$ cat config.mk
export PLATFORM = sky130hd
export DESIGN_NAME = svec_scan_unit
export DESIGN_NICKNAME = d
export VERILOG_FILES = /design/src/rtl/svec_pkg.sv /design/src/rtl/svec_rst_sync.sv /design/src/rtl/svec_fifo.sv /design/src/rtl/svec_scan_cmp.sv /design/src/rtl/svec_ctrl.sv /design/src/rtl/svec_scan_unit.sv
export SDC_FILE = /design/constraint.sdc
export NUM_CORES = 1
export LEC_CHECK = 0
export BUFFER_PORTS_ARGS = -buffer_cell sky130_fd_sc_hd__buf_2
export CAP_MARGIN = 40
export CELL_PAD_IN_SITES_DETAIL_PLACEMENT = 0
export CELL_PAD_IN_SITES_GLOBAL_PLACEMENT = 1
export CORE_ASPECT_RATIO = 0.7
export CORE_UTILIZATION = 44
export DETAILED_ROUTE_END_ITERATION = 8
export GPL_TIMING_DRIVEN = 1
export PLACE_DENSITY = 0.88
export SLEW_MARGIN = 5
export SYNTH_ARGS = -nofsm -noshare
export SYNTH_HDL_FRONTEND = slang
export SYNTH_SLANG_ARGS = --single-unit
export TNS_END_PERCENT = 5
$ cat constraint.sdc
create_clock -name clk -period 5.4 [get_ports clk]
set_clock_uncertainty 0.15 [all_clocks]
set_input_delay 0.27 -clock clk [delete_from_list [all_inputs] [get_ports clk]]
set_output_delay 0.27 -clock clk [all_outputs]
set_load 0.01 [all_outputs]
$ cat src/rtl/svec_pkg.sv
package svec_pkg;

  typedef enum logic [1:0] {
    OP_CLEAR = 2'd0,
    OP_MOVE  = 2'd1,
    OP_SCAN  = 2'd2,
    OP_NONE  = 2'd3
  } svec_op_e;

  typedef enum logic [1:0] {
    ST_IDLE  = 2'd0,
    ST_CLEAR = 2'd1,
    ST_MOVE  = 2'd2,
    ST_SCAN  = 2'd3
  } svec_state_e;

endpackage

$ cat src/rtl/svec_rst_sync.sv
module svec_rst_sync #(
  parameter int STAGES = 2
) (
  input  logic clk,
  input  logic arst_n,
  output logic srst_n
);

  logic [STAGES-1:0] sh_q;

  generate
    if (STAGES == 1) begin : g_single
      always_ff @(posedge clk or negedge arst_n) begin
        if (!arst_n) sh_q <= 1'b0;
        else         sh_q <= 1'b1;
      end
    end else begin : g_chain
      always_ff @(posedge clk or negedge arst_n) begin
        if (!arst_n) sh_q <= '0;
        else         sh_q <= {sh_q[STAGES-2:0], 1'b1};
      end
    end
  endgenerate

  assign srst_n = sh_q[STAGES-1];

endmodule

$ cat src/rtl/svec_fifo.sv
module svec_fifo #(
  parameter int W     = 8,
  parameter int DEPTH = 4,
  parameter int LVL_W = $clog2(DEPTH + 1)
) (
  input  logic             clk,
  input  logic             rst_n,
  input  logic             push,
  input  logic [W-1:0]     push_data,
  input  logic             out_ready,
  output logic             out_valid,
  output logic [W-1:0]     out_data,
  output logic [LVL_W-1:0] level
);

  localparam int PW = (DEPTH > 1) ? $clog2(DEPTH) : 1;
  localparam logic [PW-1:0] LAST_P = PW'(DEPTH - 1);

  logic [W-1:0]     slot_q [DEPTH];
  logic [PW-1:0]    wr_q, wr_d, rd_q, rd_d;
  logic [LVL_W-1:0] cnt_q, cnt_d;
  logic             pop;

  assign out_valid = (cnt_q != '0);
  assign pop       = out_valid && out_ready;
  assign out_data  = slot_q[rd_q];
  assign level     = cnt_q;

  always_comb begin
    wr_d  = wr_q;
    rd_d  = rd_q;
    cnt_d = cnt_q;
    if (push) wr_d = (wr_q == LAST_P) ? '0 : wr_q + 1'b1;
    if (pop)  rd_d = (rd_q == LAST_P) ? '0 : rd_q + 1'b1;
    case ({push, pop})
      2'b10:   cnt_d = cnt_q + 1'b1;
      2'b01:   cnt_d = cnt_q - 1'b1;
      default: cnt_d = cnt_q;
    endcase
  end

  always_ff @(posedge clk or negedge rst_n) begin
    if (!rst_n) begin
      wr_q  <= '0;
      rd_q  <= '0;
      cnt_q <= '0;
    end else begin
      wr_q  <= wr_d;
      rd_q  <= rd_d;
      cnt_q <= cnt_d;
    end
  end

  always_ff @(posedge clk) begin
    if (push) slot_q[wr_q] <= push_data;
  end

  // a push never lands on a full queue unless a pop frees a slot
  a_r8_no_overflow: assert property (@(posedge clk) disable iff (!rst_n)
    push |-> ((cnt_q < LVL_W'(DEPTH)) || pop));

  // a stalled head entry stays put
  a_r8_hold: assert property (@(posedge clk) disable iff (!rst_n)
    (out_valid && !out_ready) |=> (out_valid && $stable(out_data)));

endmodule

$ cat src/rtl/svec_scan_cmp.sv
module svec_scan_cmp #(
  parameter int ADDR_W = 8,
  parameter int CNT_W  = 4
) (
  input  logic              rd_pend,
  input  logic [ADDR_W-1:0] rd_addr,
  input  logic [CNT_W:0]    rd_word,
  input  logic [CNT_W-1:0]  thr,
  output logic              push,
  output logic [ADDR_W-1:0] push_addr
);

  logic             tag_ok;
  logic [CNT_W-1:0] cnt;

  assign tag_ok    = rd_word[CNT_W];
  assign cnt       = rd_word[CNT_W-1:0];
  assign push      = rd_pend && tag_ok && (cnt > thr);
  assign push_addr = rd_addr;

endmodule

$ cat src/rtl/svec_ctrl.sv
module svec_ctrl
  import svec_pkg::*;
#(
  parameter int ADDR_W     = 8,
  parameter int IDX_W      = 12,
  parameter int CNT_W      = 4,
  parameter int FIFO_DEPTH = 4,
  parameter int LVL_W      = 3
) (
  input  logic              clk,
  input  logic              rst_n,
  input  logic              cmd_valid,
  input  logic [1:0]        cmd_op,
  input  logic [IDX_W-1:0]  cmd_len,
  input  logic [IDX_W-1:0]  cmd_lo,
  input  logic [IDX_W-1:0]  cmd_hi,
  input  logic [CNT_W-1:0]  cmd_thresh,
  output logic              cmd_ready,
  input  logic              in_valid,
  input  logic [IDX_W-1:0]  in_index,
  output logic              in_ready,
  output logic              mem_en,
  output logic              mem_we,
  output logic [ADDR_W-1:0] mem_addr,
  output logic [CNT_W:0]    mem_wdata,
  input  logic [LVL_W-1:0]  fifo_level,
  output logic              rd_pend,
  output logic [ADDR_W-1:0] rd_addr,
  output logic [CNT_W-1:0]  thr,
  output logic              range_err
);

  localparam logic [ADDR_W-1:0] LAST_A  = {ADDR_W{1'b1}};
  localparam logic [CNT_W:0]    MOVE_WD = {1'b1, CNT_W'(1)};
  localparam logic [LVL_W:0]    FDEPTH  = (LVL_W+1)'(FIFO_DEPTH);

  svec_state_e       state_q, state_d;
  svec_op_e          op;
  logic [ADDR_W-1:0] addr_q, addr_d;
  logic [ADDR_W-1:0] hi_q, hi_d;
  logic [CNT_W-1:0]  thr_q, thr_d;
  logic [IDX_W-1:0]  rem_q, rem_d;
  logic              err_q, err_d;
  logic              pend_q, pend_d;
  logic [ADDR_W-1:0] pend_addr_q;
  logic              fin_q, fin_d;

  logic              in_range, lo_ok, hi_ok, scan_empty, room;
  logic [ADDR_W-1:0] hi_eff;
  logic              cfg_en;

  assign op         = svec_op_e'(cmd_op);
  assign in_range   = (in_index[IDX_W-1:ADDR_W] == '0);
  assign lo_ok      = (cmd_lo[IDX_W-1:ADDR_W] == '0);
  assign hi_ok      = (cmd_hi[IDX_W-1:ADDR_W] == '0);
  assign hi_eff     = hi_ok ? cmd_hi[ADDR_W-1:0] : LAST_A;
  assign scan_empty = !lo_ok || (cmd_lo > cmd_hi);
  assign room       = ({1'b0, fifo_level} + (LVL_W+1)'(pend_q)) < FDEPTH;

  always_comb begin
    state_d   = state_q;
    addr_d    = addr_q;
    hi_d      = hi_q;
    thr_d     = thr_q;
    rem_d     = rem_q;
    err_d     = err_q;
    pend_d    = 1'b0;
    fin_d     = fin_q;
    mem_en    = 1'b0;
    mem_we    = 1'b0;
    mem_addr  = addr_q;
    mem_wdata = '0;
    in_ready  = 1'b0;
    unique case (state_q)
      ST_IDLE: begin
        if (cmd_valid) begin
          unique case (op)
            OP_CLEAR: begin
              state_d = ST_CLEAR;
              addr_d  = '0;
              err_d   = 1'b0;
            end
            OP_MOVE: begin
              if (cmd_len != '0) begin
                state_d = ST_MOVE;
                rem_d   = cmd_len;
              end
            end
            OP_SCAN: begin
              if (!scan_empty) begin
                state_d = ST_SCAN;
                addr_d  = cmd_lo[ADDR_W-1:0];
                hi_d    = hi_eff;
                thr_d   = cmd_thresh;
                fin_d   = 1'b0;
              end
            end
            default: ;
          endcase
        end
      end
      ST_CLEAR: begin
        mem_en = 1'b1;
        mem_we = 1'b1;
        if (addr_q == LAST_A) state_d = ST_IDLE;
        else                  addr_d  = addr_q + 1'b1;
      end
      ST_MOVE: begin
        in_ready = 1'b1;
        if (in_valid) begin
          if (in_range) begin
            mem_en    = 1'b1;
            mem_we    = 1'b1;
            mem_addr  = in_index[ADDR_W-1:0];
            mem_wdata = MOVE_WD;
          end else begin
            err_d = 1'b1;
          end
          rem_d = rem_q - 1'b1;
          if (rem_q == IDX_W'(1)) state_d = ST_IDLE;
        end
      end
      ST_SCAN: begin
        if (!fin_q && room) begin
          mem_en = 1'b1;
          pend_d = 1'b1;
          if (addr_q == hi_q) fin_d  = 1'b1;
          else                addr_d = addr_q + 1'b1;
        end else if (fin_q && !pend_q) begin
          state_d = ST_IDLE;
        end
      end
      default: state_d = ST_IDLE;
    endcase
  end

  assign cfg_en = (state_q == ST_IDLE) && cmd_valid && (op == OP_SCAN);

  always_ff @(posedge clk or negedge rst_n) begin
    if (!rst_n) begin
      state_q <= ST_IDLE;
      addr_q  <= '0;
      rem_q   <= '0;
      err_q   <= 1'b0;
      pend_q  <= 1'b0;
      fin_q   <= 1'b0;
    end else begin
      state_q <= state_d;
      addr_q  <= addr_d;
      rem_q   <= rem_d;
      err_q   <= err_d;
      pend_q  <= pend_d;
      fin_q   <= fin_d;
    end
  end

  always_ff @(posedge clk or negedge rst_n) begin
    if (!rst_n) begin
      hi_q  <= '0;
      thr_q <= '0;
    end else if (cfg_en) begin
      hi_q  <= hi_d;
      thr_q <= thr_d;
    end
  end

  always_ff @(posedge clk or negedge rst_n) begin
    if (!rst_n)      pend_addr_q <= '0;
    else if (pend_d) pend_addr_q <= addr_q;
  end

  assign cmd_ready = (state_q == ST_IDLE);
  assign rd_pend   = pend_q;
  assign rd_addr   = pend_addr_q;
  assign thr       = thr_q;
  assign range_err = err_q;

  // consecutive clear writes step the address upward by one
  a_r2_clear_step: assert property (@(posedge clk) disable iff (!rst_n)
    (state_q == ST_CLEAR && $past(state_q == ST_CLEAR)) |-> (mem_addr == $past(mem_addr) + 1'b1));

  // taking the last index of a move returns the block to idle
  a_r3_len_done: assert property (@(posedge clk) disable iff (!rst_n)
    (in_valid && in_ready && rem_q == IDX_W'(1)) |=> cmd_ready);

  // an out-of-range index leaves the error flag set
  a_r4_err_set: assert property (@(posedge clk) disable iff (!rst_n)
    (in_valid && in_ready && !in_range) |=> range_err);

  // every read in flight lies inside the clipped window
  a_r7_in_window: assert property (@(posedge clk) disable iff (!rst_n)
    rd_pend |-> (rd_addr <= hi_q));

  // an idle block neither touches memory nor takes indices
  a_r9_idle_quiet: assert property (@(posedge clk) disable iff (!rst_n)
    cmd_ready |-> (!mem_en && !in_ready));

endmodule

$ cat src/rtl/svec_scan_unit.sv
module svec_scan_unit #(
  parameter int ADDR_W      = 8,
  parameter int IDX_W       = 12,
  parameter int CNT_W       = 4,
  parameter int FIFO_DEPTH  = 4,
  parameter int SYNC_STAGES = 2
) (
  input  logic              clk,
  input  logic              rst_n,
  input  logic              cmd_valid,
  output logic              cmd_ready,
  input  logic [1:0]        cmd_op,
  input  logic [IDX_W-1:0]  cmd_len,
  input  logic [IDX_W-1:0]  cmd_lo,
  input  logic [IDX_W-1:0]  cmd_hi,
  input  logic [CNT_W-1:0]  cmd_thresh,
  input  logic              in_valid,
  output logic              in_ready,
  input  logic [IDX_W-1:0]  in_index,
  output logic              mem_en,
  output logic              mem_we,
  output logic [ADDR_W-1:0] mem_addr,
  output logic [CNT_W:0]    mem_wdata,
  input  logic [CNT_W:0]    mem_rdata,
  output logic              out_valid,
  input  logic              out_ready,
  output logic [ADDR_W-1:0] out_index,
  output logic              range_err
);

  localparam int LVL_W = $clog2(FIFO_DEPTH + 1);

  logic              srst_n;
  logic [LVL_W-1:0]  fifo_level;
  logic              rd_pend;
  logic [ADDR_W-1:0] rd_addr;
  logic [CNT_W-1:0]  thr;
  logic              push;
  logic [ADDR_W-1:0] push_addr;

  svec_rst_sync #(.STAGES(SYNC_STAGES)) u_rst (
    .clk    (clk),
    .arst_n (rst_n),
    .srst_n (srst_n)
  );

  svec_ctrl #(
    .ADDR_W     (ADDR_W),
    .IDX_W      (IDX_W),
    .CNT_W      (CNT_W),
    .FIFO_DEPTH (FIFO_DEPTH),
    .LVL_W      (LVL_W)
  ) u_ctrl (
    .clk        (clk),
    .rst_n      (srst_n),
    .cmd_valid  (cmd_valid),
    .cmd_op     (cmd_op),
    .cmd_len    (cmd_len),
    .cmd_lo     (cmd_lo),
    .cmd_hi     (cmd_hi),
    .cmd_thresh (cmd_thresh),
    .cmd_ready  (cmd_ready),
    .in_valid   (in_valid),
    .in_index   (in_index),
    .in_ready   (in_ready),
    .mem_en     (mem_en),
    .mem_we     (mem_we),
    .mem_addr   (mem_addr),
    .mem_wdata  (mem_wdata),
    .fifo_level (fifo_level),
    .rd_pend    (rd_pend),
    .rd_addr    (rd_addr),
    .thr        (thr),
    .range_err  (range_err)
  );

  svec_scan_cmp #(
    .ADDR_W (ADDR_W),
    .CNT_W  (CNT_W)
  ) u_cmp (
    .rd_pend   (rd_pend),
    .rd_addr   (rd_addr),
    .rd_word   (mem_rdata),
    .thr       (thr),
    .push      (push),
    .push_addr (push_addr)
  );

  svec_fifo #(
    .W     (ADDR_W),
    .DEPTH (FIFO_DEPTH),
    .LVL_W (LVL_W)
  ) u_fifo (
    .clk       (clk),
    .rst_n     (srst_n),
    .push      (push),
    .push_data (push_addr),
    .out_ready (out_ready),
    .out_valid (out_valid),
    .out_data  (out_index),
    .level     (fifo_level)
  );

  // an address reaches the queue only from a tagged word
  a_r6_tag_only: assert property (@(posedge clk) disable iff (!srst_n)
    push |-> mem_rdata[CNT_W]);

endmodule

==> run summary, run 1 <==
total CTS buffers - 9
Site Rows - 31
Worst-path clk slew - 0.07 ns
clock tree buffer depth - 2
DRT iter0 DRCs - 307
Antenna Cells - 0
Reg area - 2310 um^2
Fmax - 297 MHz
post-layout min period - 3.36 ns
Hold WC Path Type - in -> reg
routed vias/inst - 5.36
Post-Syn Area - 4920 um^2
wire length per cell - 15.6 um
power per cell area - 492 nW/um^2
clock share of power - 22.1%
Final ANT Viol Nets - 0
Pleak - 2.59 nW
DR DRC count - 0
# H-tree levels - 3
ys async rst share - 62.8%
RSZ-0062 raised after global routing - no
met1 Resource Use GR - 28.9%
critical path depth in cells - 7
Critical Path AT - 2.94 ns
Die Y - 90.5 um
clk_lat worst skew - 0.33 ns
Reg power frac - 39.5%
antenna violations before repair - 0
Fillers - 920
max_slew headroom - 46.0%
Comb pwr share - 38.4%
final max-slew violation count - 0
clk sink count - 86
Fin. Hold Viols - 0
cell count after synthesis - 455
grt total ovfl - 0
first-pass GRT wire length - 17900 um
TritonCTS clock tree - done
Buf/Inv on CP - 3
Critical Path End Type - primary output
worst path cell trace - inv_1, ha_1, nand4_1, clkinv_1, nand2_1, nand2_1, buf_2
NumNets Final - 634
Seq cells post-synth - 86
R2R depth - 8
synth warn - 0
Main synth FF type - dfrtp_1
critical path peak fanout - 22
WL final - 10700 um
Worst VDD drop - 0.261 mV
M3 GR Usage - 3.38%
Cell Int Power - 1.76 mW
Crit-path slowest cell - ha_1
Routability Congestion - 0.878
Die Wd - 128 um
EDFF count, synth - 32
Distinct cells, synth - 62
hold path depth - 2
crit share post-route - 62.3%
Synth-to-Final Area Change - 16.9%
Vias - 3695
P_sw - 1.07 mW
post-DP HPWL - 8290 um
CP Class - reg -> out
Setup TNS - 0 ns
Syn Area/Cell - 10.8 um^2
GRT busiest layer - met2
GRT Overall Usage - 19.8%
post-synthesis sequential area ratio - 47.0%
outcome - completed
crit start category - flop
max-capacitance violation count - 0
largest net degree at the start of global routing - 53
core footprint - 10600 um^2
met2 Use GR - 30.6%
CP peak stage delay - 0.71 ns
CP top delay family - simple AND/OR/NAND/NOR gates
Detailed Routing Iterations Pass 1 - 5
cell with the most instances after synthesis - dfrtp_1
vias in the first global route - 3569
proportion of layout cells with a drive suffix above 1 - 27.4%
top cell type's share of synthesized area - 27.5%
die area - 11600 um^2
final setup fails - 0
CP most frequent cell - nand2_1
Synth area leaders - dfrtp_1 27%, edfxtp_1 20%, ha_1 8.4%
initial core utilization - 46.5%
overall power - 2.83 mW
synth cell count leaders - 54 x dfrtp_1, 53 x nand2_1, 35 x inv_1, 33 x ha_1, 32 x edfxtp_1
Yosys top cell by area - dfrtp_1
switching part of the total power - 38.0%
worst slew pin tran - 0.811 ns
buffers added on ports - 87
area of the multi-input gates - 2350 um^2
IO Pins - 91
Root Buffer - clkbuf_16
CP Data Required Time - 4.98 ns
what timing repair did:
action	4_1_cts	5_1_grt
buffers inserted	0	0
hold buffers	1	0
hold endpoints to repair	2	0
resized for setup	0	0
kinds of logic after synthesis:
group | synth area share, %
simple gates | 13.9
compound gates | 11.5
flops | 47.0
buf+inv | 5.41
mux | 11.1
fa+ha+maj | 8.80
xor+xnor | 2.14
other cells | 0.153
power by group through the flow:
stage	registers (mW)	logic, mW	clock network [mW]
2_1_floorplan	1.01	0.883	0
3_3_place_gp	1.11	1.04	0
3_5_place_dp	1.13	1.08	0
4_1_cts	1.11	1.09	0.632
5_1_grt	1.15	1.21	0.662
6_report	1.12	1.09	0.625
metrics by stage:
stage | hold WS, ns | cell area [um^2] | cells | setup WS [ns] | utilization (%)
final | 0.0271 | 5760 | 689 | 2.04 | 54.4
after global routing | 0.0138 | 5760 | 689 | 1.84 | 54.4
after CTS | 0.0183 | 5760 | 689 | 2.02 | 54.4
after detailed placement | -0.0906 | 5440 | 672 | 2.24 | 51.4
after global placement | -0.0933 | 5430 | 670 | 2.41 | 51.3
after floorplan | -0.176 | 4930 | 457 | 2.95 | -
cell type report:
class,instances,area share [%]
multi-input combinational,312,40.8
timing repair buffer,91,8.09
sequential,86,40.2
inverter,36,2.35
tap,148,3.22
clock buffer,9,3.91
clock inverter,7,1.39
layer usage:
metal  wire length [um]  up-vias
li1                   -     1805
met1               5200     1746
met2               4840      138
met3                615        6
met4                 89        0
met5                  0        -
cell usage in the layout (no fill, tap or decap), drive strengths merged, types with 3 or more instances in the layout:
cell / netlist / routed
a21oi: 29 / 29
a31oi: 9 / 9
a41oi: 5 / 5
and2: 5 / 5
and3: 4 / 4
buf: 10 / 90
clkbuf: 13 / 9
clkinv: 1 / 3
conb: 2 / 4
dfrtp: 54 / 54
edfxtp: 32 / 32
ha: 33 / 33
inv: 35 / 38
mux2: 24 / 24
mux2i: 6 / 6
mux4: 8 / 8
nand2: 53 / 53
nand2b: 4 / 4
nand3: 17 / 17
nand4: 9 / 9
nor2: 16 / 16
nor2b: 4 / 4
nor3: 4 / 4
nor3b: 4 / 4
nor4: 5 / 5
o21ai: 16 / 16
o22ai: 9 / 9
or2: 3 / 3
or3: 3 / 3
xnor2: 9 / 9
xor2: 3 / 3
flip-flops by register name, summed over array words and instances (netlist names):
register,count
u_fifo.slot_q,32
u_ctrl.rem_q,12
u_ctrl.addr_q,8
u_ctrl.hi_q,8
u_ctrl.rd_addr,8
u_ctrl.thr,4
u_fifo.level,3
u_ctrl.state_q,2
u_fifo.rd_q,2
u_fifo.wr_q,2
u_rst.sh_q,2
u_ctrl.fin_q,1
u_ctrl.range_err,1
u_ctrl.rd_pend,1
worst paths after layout:
check | from | to | slack, ns
min reg2reg | u_rst.sh_q[0] | u_rst.sh_q[1] | 0.22
min | cmd_thresh[0] | u_ctrl.thr[0] | 0.03
max in group asynchronous | u_rst.sh_q[1] | u_ctrl.rem_q[11] | 4.44
min in group asynchronous | rst_n | u_rst.sh_q[1] | 0.11
max reg2reg | u_ctrl.state_q[0] | u_ctrl.rem_q[10] | 2.15
max | u_ctrl.state_q[0] | mem_addr[4] | 2.04
No activity file was read; power rests on OpenSTA's default activity.
==> run 2, diff against run 1 <==
CORE_UTILIZATION = 40   (was 44)
PLACE_DENSITY = 0.84   (was 0.88)
clock period = 2.7 ns   (was 5.4 ns; I/O delays follow)
==> run 2 against run 1 <==
Final cell count grew 6.4%. Non-clock buffer count rose by 35. Global-route usage decreased by 0.52 points. Sequential share of layout area shrank 2.2 points. First-iteration DRC count shrank 19%. Critical path depth increased by 6. Via count increased by 3.7%. Power increased by 100%. Sequential power grew 99%. Combinational power increased by 110%. Clock power up 89%. Critical endpoint is now u_fifo.level[2].
==> run summary, run 2 (synthesis gave the netlist of run 1 again) <==
outcome - completed
clock share of power - 20.6%
Fmax - 397 MHz
grt total ovfl - 0
Cell Int Power - 3.52 mW
Fin. Hold Viols - 0
initial core utilization - 41.5%
Setup Fix Bufs, Post-CTS - 0
total CTS buffers - 9
most frequent cells in the layout - 87 x buf_2, 53 x nand2_1, 53 x dfrtp_1
final setup fails - 0
vias in the first global route - 3771
power per cell area - 941 nW/um^2
GRT busiest layer - met2
max_slew headroom - 54.6%
Critical Path End Type - flop
Site Rows - 33
Comb pwr share - 40.5%
Detailed Routing Iterations Pass 1 - 5
GRT Overall Usage - 19.3%
Worst-path clk slew - 0.07 ns
worst slew pin tran - 0.681 ns
overall power - 5.73 mW
post-layout min period - 2.52 ns
crit start category - flop
placed inst area - 5540 um^2
buffers added on ports - 87
first-pass GRT wire length - 18900 um
clock tree buffer depth - 2
die area - 12800 um^2
Fillers - 1086
CP Data Required Time - 2.79 ns
Die Wd - 135 um
post-DP HPWL - 8670 um
Critical Path AT - 2.61 ns
commonest non-fill, non-tap cell in the layout - buf_2
# H-tree levels - 3
met2 Use GR - 31.5%
RSZ-0062 raised after global routing - no
P_sw - 2.21 mW
DR DRC count - 0
largest registers - u_fifo.slot_q x32, u_ctrl.rem_q x12
core footprint - 11900 um^2
NumNets Final - 669
proportion of layout cells with a drive suffix above 1 - 28.0%
Most flops, register - u_fifo.slot_q
max FFs per register - 32
TritonCTS clock tree - done
largest net degree at the start of global routing - 53
DP Worst Slack - 0.146 ns
Synth-to-Final Area Change - 23.8%
Hold Slack - 0.0129 ns
Final ANT Viol Nets - 0
wire length per cell - 15.8 um
CP Class - reg -> reg
Hold WC Path Type - in -> reg
final setup margin - 0.180 ns
clk_lat worst skew - 0.33 ns
Setup TNS - 0 ns
met1 Resource Use GR - 27.2%
final max-slew violation count - 0
critical path peak fanout - 2
antenna violations before repair - 0
WL final - 11600 um
Vias - 3830
Pleak - 2.73 nW
routed vias/inst - 5.23
Routability Congestion - 0.857
max-capacitance violation count - 0
crit share post-route - 93.3%
Reg area - 2310 um^2
IO Pins - 91
Worst VDD drop - 0.426 mV
Root Buffer - clkbuf_16
Die Y - 94.8 um
M3 GR Usage - 3.27%
DRT iter0 DRCs - 249
design area - 6090 um^2
area of the multi-input gates - 2360 um^2
Antenna Cells - 0
clk sink count - 86
switching part of the total power - 38.5%
Reg power frac - 38.9%
## run 2: per-stage QoR
stage                     cells  util [%]
final                       733      51.4
after global routing        733      51.4
after CTS                   733      51.3
after detailed placement    692      46.7
after global placement      692      46.7
after floorplan             457         -
## run 2: power by group through the flow
stage                     Sequential (mW)  Clock, mW  Combinational, mW
after floorplan                      2.02          0               1.77
after global placement               2.21          0               2.21
after detailed placement             2.24          0               2.28
after CTS                            2.22       1.21               2.32
after global routing                 2.29       1.27               2.60
final                                2.23       1.18               2.32
## run 2: final cells by class
class                           count  share of cell area (%)
Clock buffer                        9                    3.70
Sequential cell                    86                    38.0
Inverter                           36                    2.28
Multi-Input combinational cell    312                    38.8
Clock inverter                      7                    1.07
Tap cell                          157                    3.22
Timing Repair Buffer              126                    13.0
## run 2: repair_timing
action / CTS / global route
setup endpoints to repair: 0 / 19
resized for setup: 0 / 4
hold buffers: 25 / 0
endpoints found under the hold margin: 25 / 0
## run 2: worst max-delay path, cell delays in order, from the launching register on
cell and delay (ns):
dfrtp_1 0.35, inv_1 0.04, ha_1 0.27, nor2b_1 0.14, o21a_1 0.17, o21ai_2 0.11, a21oi_1 0.09, inv_1 0.06
ha_1 0.18, inv_1 0.06, fa_1 0.37, xor2_1 0.15, nor2_1 0.11, xor2_1 0.18
## run 2: final timing paths
check | slack, ns | depth (start not counted) | to | startpoint
max | 0.18 | 13 | u_fifo.level[2] | u_ctrl.thr[1]
min | 0.01 | 3 | u_ctrl.range_err | in_valid
max reg2reg | 0.18 | 13 | u_fifo.level[2] | u_ctrl.thr[1]
min reg2reg | 0.21 | 0 | u_rst.sh_q[1] | u_rst.sh_q[0]
max in group asynchronous | 1.70 | 1 | u_ctrl.state_q[1] | u_rst.sh_q[1]
min in group asynchronous | 0.24 | 1 | u_fifo.rd_q[1] | u_rst.sh_q[1]
## run 2: per-layer routing
| metal | wire length (um) | up-vias |
|---|---|---|
| li1 | - | 1864 |
| met1 | 5580 | 1852 |
| met2 | 5380 | 106 |
| met3 | 534 | 8 |
| met4 | 89 | 0 |
| met5 | 0 | - |
==> run 3, diff against run 2 <==
GPL_TIMING_DRIVEN = 0   (was 1)
HOLD_SLACK_MARGIN = 0.1   (was not set)
==> run 3 against run 2 <==
Non-clock buffer count grew 29. Final cell count grew 4.0%. Register-to-register slack lost 0.05 ns. Fmax shrank 1.9%. Critical path depth shrank 6. Sequential power shrank 6%. First-iteration DRC count shrank 7.2%. Clock power is essentially flat. Critical endpoint is now u_ctrl.addr_q[0]. Largest power group unchanged. Highest routed layer unchanged.
==> run summary, run 3 (synthesis gave the netlist of run 1 again) <==
outcome - completed
Synth-to-Final Area Change - 29.4%
clock tree buffer depth - 2
grt total ovfl - 0
RSZ-0062 raised after global routing - yes
CP Data Required Time - 2.77 ns
Pleak - 2.84 nW
Most flops, register - u_fifo.slot_q
Worst R2R End - u_ctrl.addr_q[0]
wire length per cell - 15.2 um
area of the multi-input gates - 2400 um^2
crit share post-route - 95.1%
# H-tree levels - 3
die area - 12800 um^2
final setup fails - 0
Non-Filler Instances - 762
Final ANT Viol Nets - 0
Critical Path End Type - flop
Worst VDD drop - 0.371 mV
overall power - 5.83 mW
Die Y - 94.8 um
Root Buffer - clkbuf_16
CP Class - reg -> reg
GRT Overall Usage - 18.8%
post-layout min period - 2.57 ns
initial core utilization - 41.5%
core footprint - 11900 um^2
IO Pins - 91
final setup margin - 0.132 ns
max-capacitance violation count - 0
commonest non-fill, non-tap cell in the layout - buf_2
Vias - 3902
max FFs per register - 32
worst slew pin tran - 0.754 ns
total CTS buffers - 9
DP Worst Slack - -0.0198 ns
vias in the first global route - 3648
DR DRC count - 0
NumNets Final - 698
Routability Congestion - 0.853
Reg area - 2310 um^2
largest registers - u_fifo.slot_q x32, u_ctrl.rem_q x12
reg2reg start - u_ctrl.addr_q[0]
CP endpoint - u_ctrl.addr_q[0]
Site Rows - 33
routed vias/inst - 5.12
proportion of layout cells with a drive suffix above 1 - 28.3%
crit start category - flop
Setup crit start - u_ctrl.addr_q[0]
WL final - 11600 um
clk_lat worst skew - 0.34 ns
Fin. Hold Viols - 0
DP Cell Count - 703
max_slew headroom - 49.6%
Fmax - 389 MHz
Worst-path clk slew - 0.07 ns
buffers added on ports - 87
post-DP HPWL - 8780 um
DRT iter0 DRCs - 231
R2R depth - 7
flop-to-flop setup slack - 0.13 ns
most frequent cells in the layout - 89 x buf_2, 53 x nand2_1, 53 x dfrtp_1
Antenna Cells - 0
power per cell area - 915 nW/um^2
TritonCTS clock tree - done
clk sink count - 86
Critical Path AT - 2.64 ns
Fillers - 1029
antenna violations before repair - 0
Hold WC Path Type - reg -> async
largest net degree at the start of global routing - 37
critical path peak fanout - 8
Detailed Routing Iterations Pass 1 - 5
final max-slew violation count - 0
first-pass GRT wire length - 18300 um
Die Wd - 135 um
[run 3: area by class of cell]
class	instances	share of cell area [%]
Multi-Input combinational cell	312	37.7
Buffer	23	2.14
Clock inverter	7	1.14
Timing Repair Buffer	132	14.0
Inverter	36	2.12
Sequential cell	86	36.3
Tap cell	157	3.08
Clock buffer	9	3.54
[run 3: worst min path at each step]
stage | startpoint | to | slack [ns]
finish | u_rst.sh_q[1] | u_ctrl.addr_q[1] | 0.1
global route | u_rst.sh_q[1] | u_ctrl.rem_q[11] | 0.12
CTS | u_rst.sh_q[1] | u_ctrl.addr_q[1] | 0.11
detailed placement | rst_n | u_rst.sh_q[0] | -0.23
global placement | rst_n | u_rst.sh_q[1] | -0.23
floorplan | rst_n | u_rst.sh_q[0] | -0.31
[run 3: routing by layer]
layer  global-route usage (%)  up-vias  share of wire [%]
li1                         -     1929                  -
met1                     26.7     1836                 49
met2                     29.4      124                 45
met3                     3.70       13                4.9
met4                     4.78        0               0.98
met5                        0        -                  0
[run 3: worst max-delay path: stages (launching register included)]
cell and delay, ns:
dfrtp_1 0.47, ha_1 0.29, and4_1 0.26, a311o_1 0.34
a21oi_2 0.27, and3_1 0.20, buf_4 0.15, mux2_1 0.33
[run 3: timing repair]
| item | in CTS | in global routing |
|---|---|---|
| hold buffers | 41 | 0 |
| pin swaps | 0 | 7 |
| resized for setup | 4 | 14 |
| endpoints found under the setup margin | 9 | 17 |
| buffers inserted | 0 | 2 |
| endpoints found under the hold margin | 54 | 0 |
[run 3: power breakdown]
group          leakage [nW]  internal, mW  switching, mW
combinational          1.74          1.16           1.35
clock                 0.143         0.652          0.560
sequential            0.961          1.76          0.347
[run 3: through the flow]
step | area (um^2) | hold WS, ns | util [%] | setup TNS [ns]
after floorplan | 4930 | -0.311 | - | 0
after global placement | 5560 | -0.228 | 46.9 | 0
after detailed placement | 5590 | -0.228 | 47.2 | -0.0579
after CTS | 6310 | 0.108 | 53.2 | 0
after global routing | 6370 | 0.124 | 53.7 | -0.101
final | 6370 | 0.0979 | 53.7 | 0
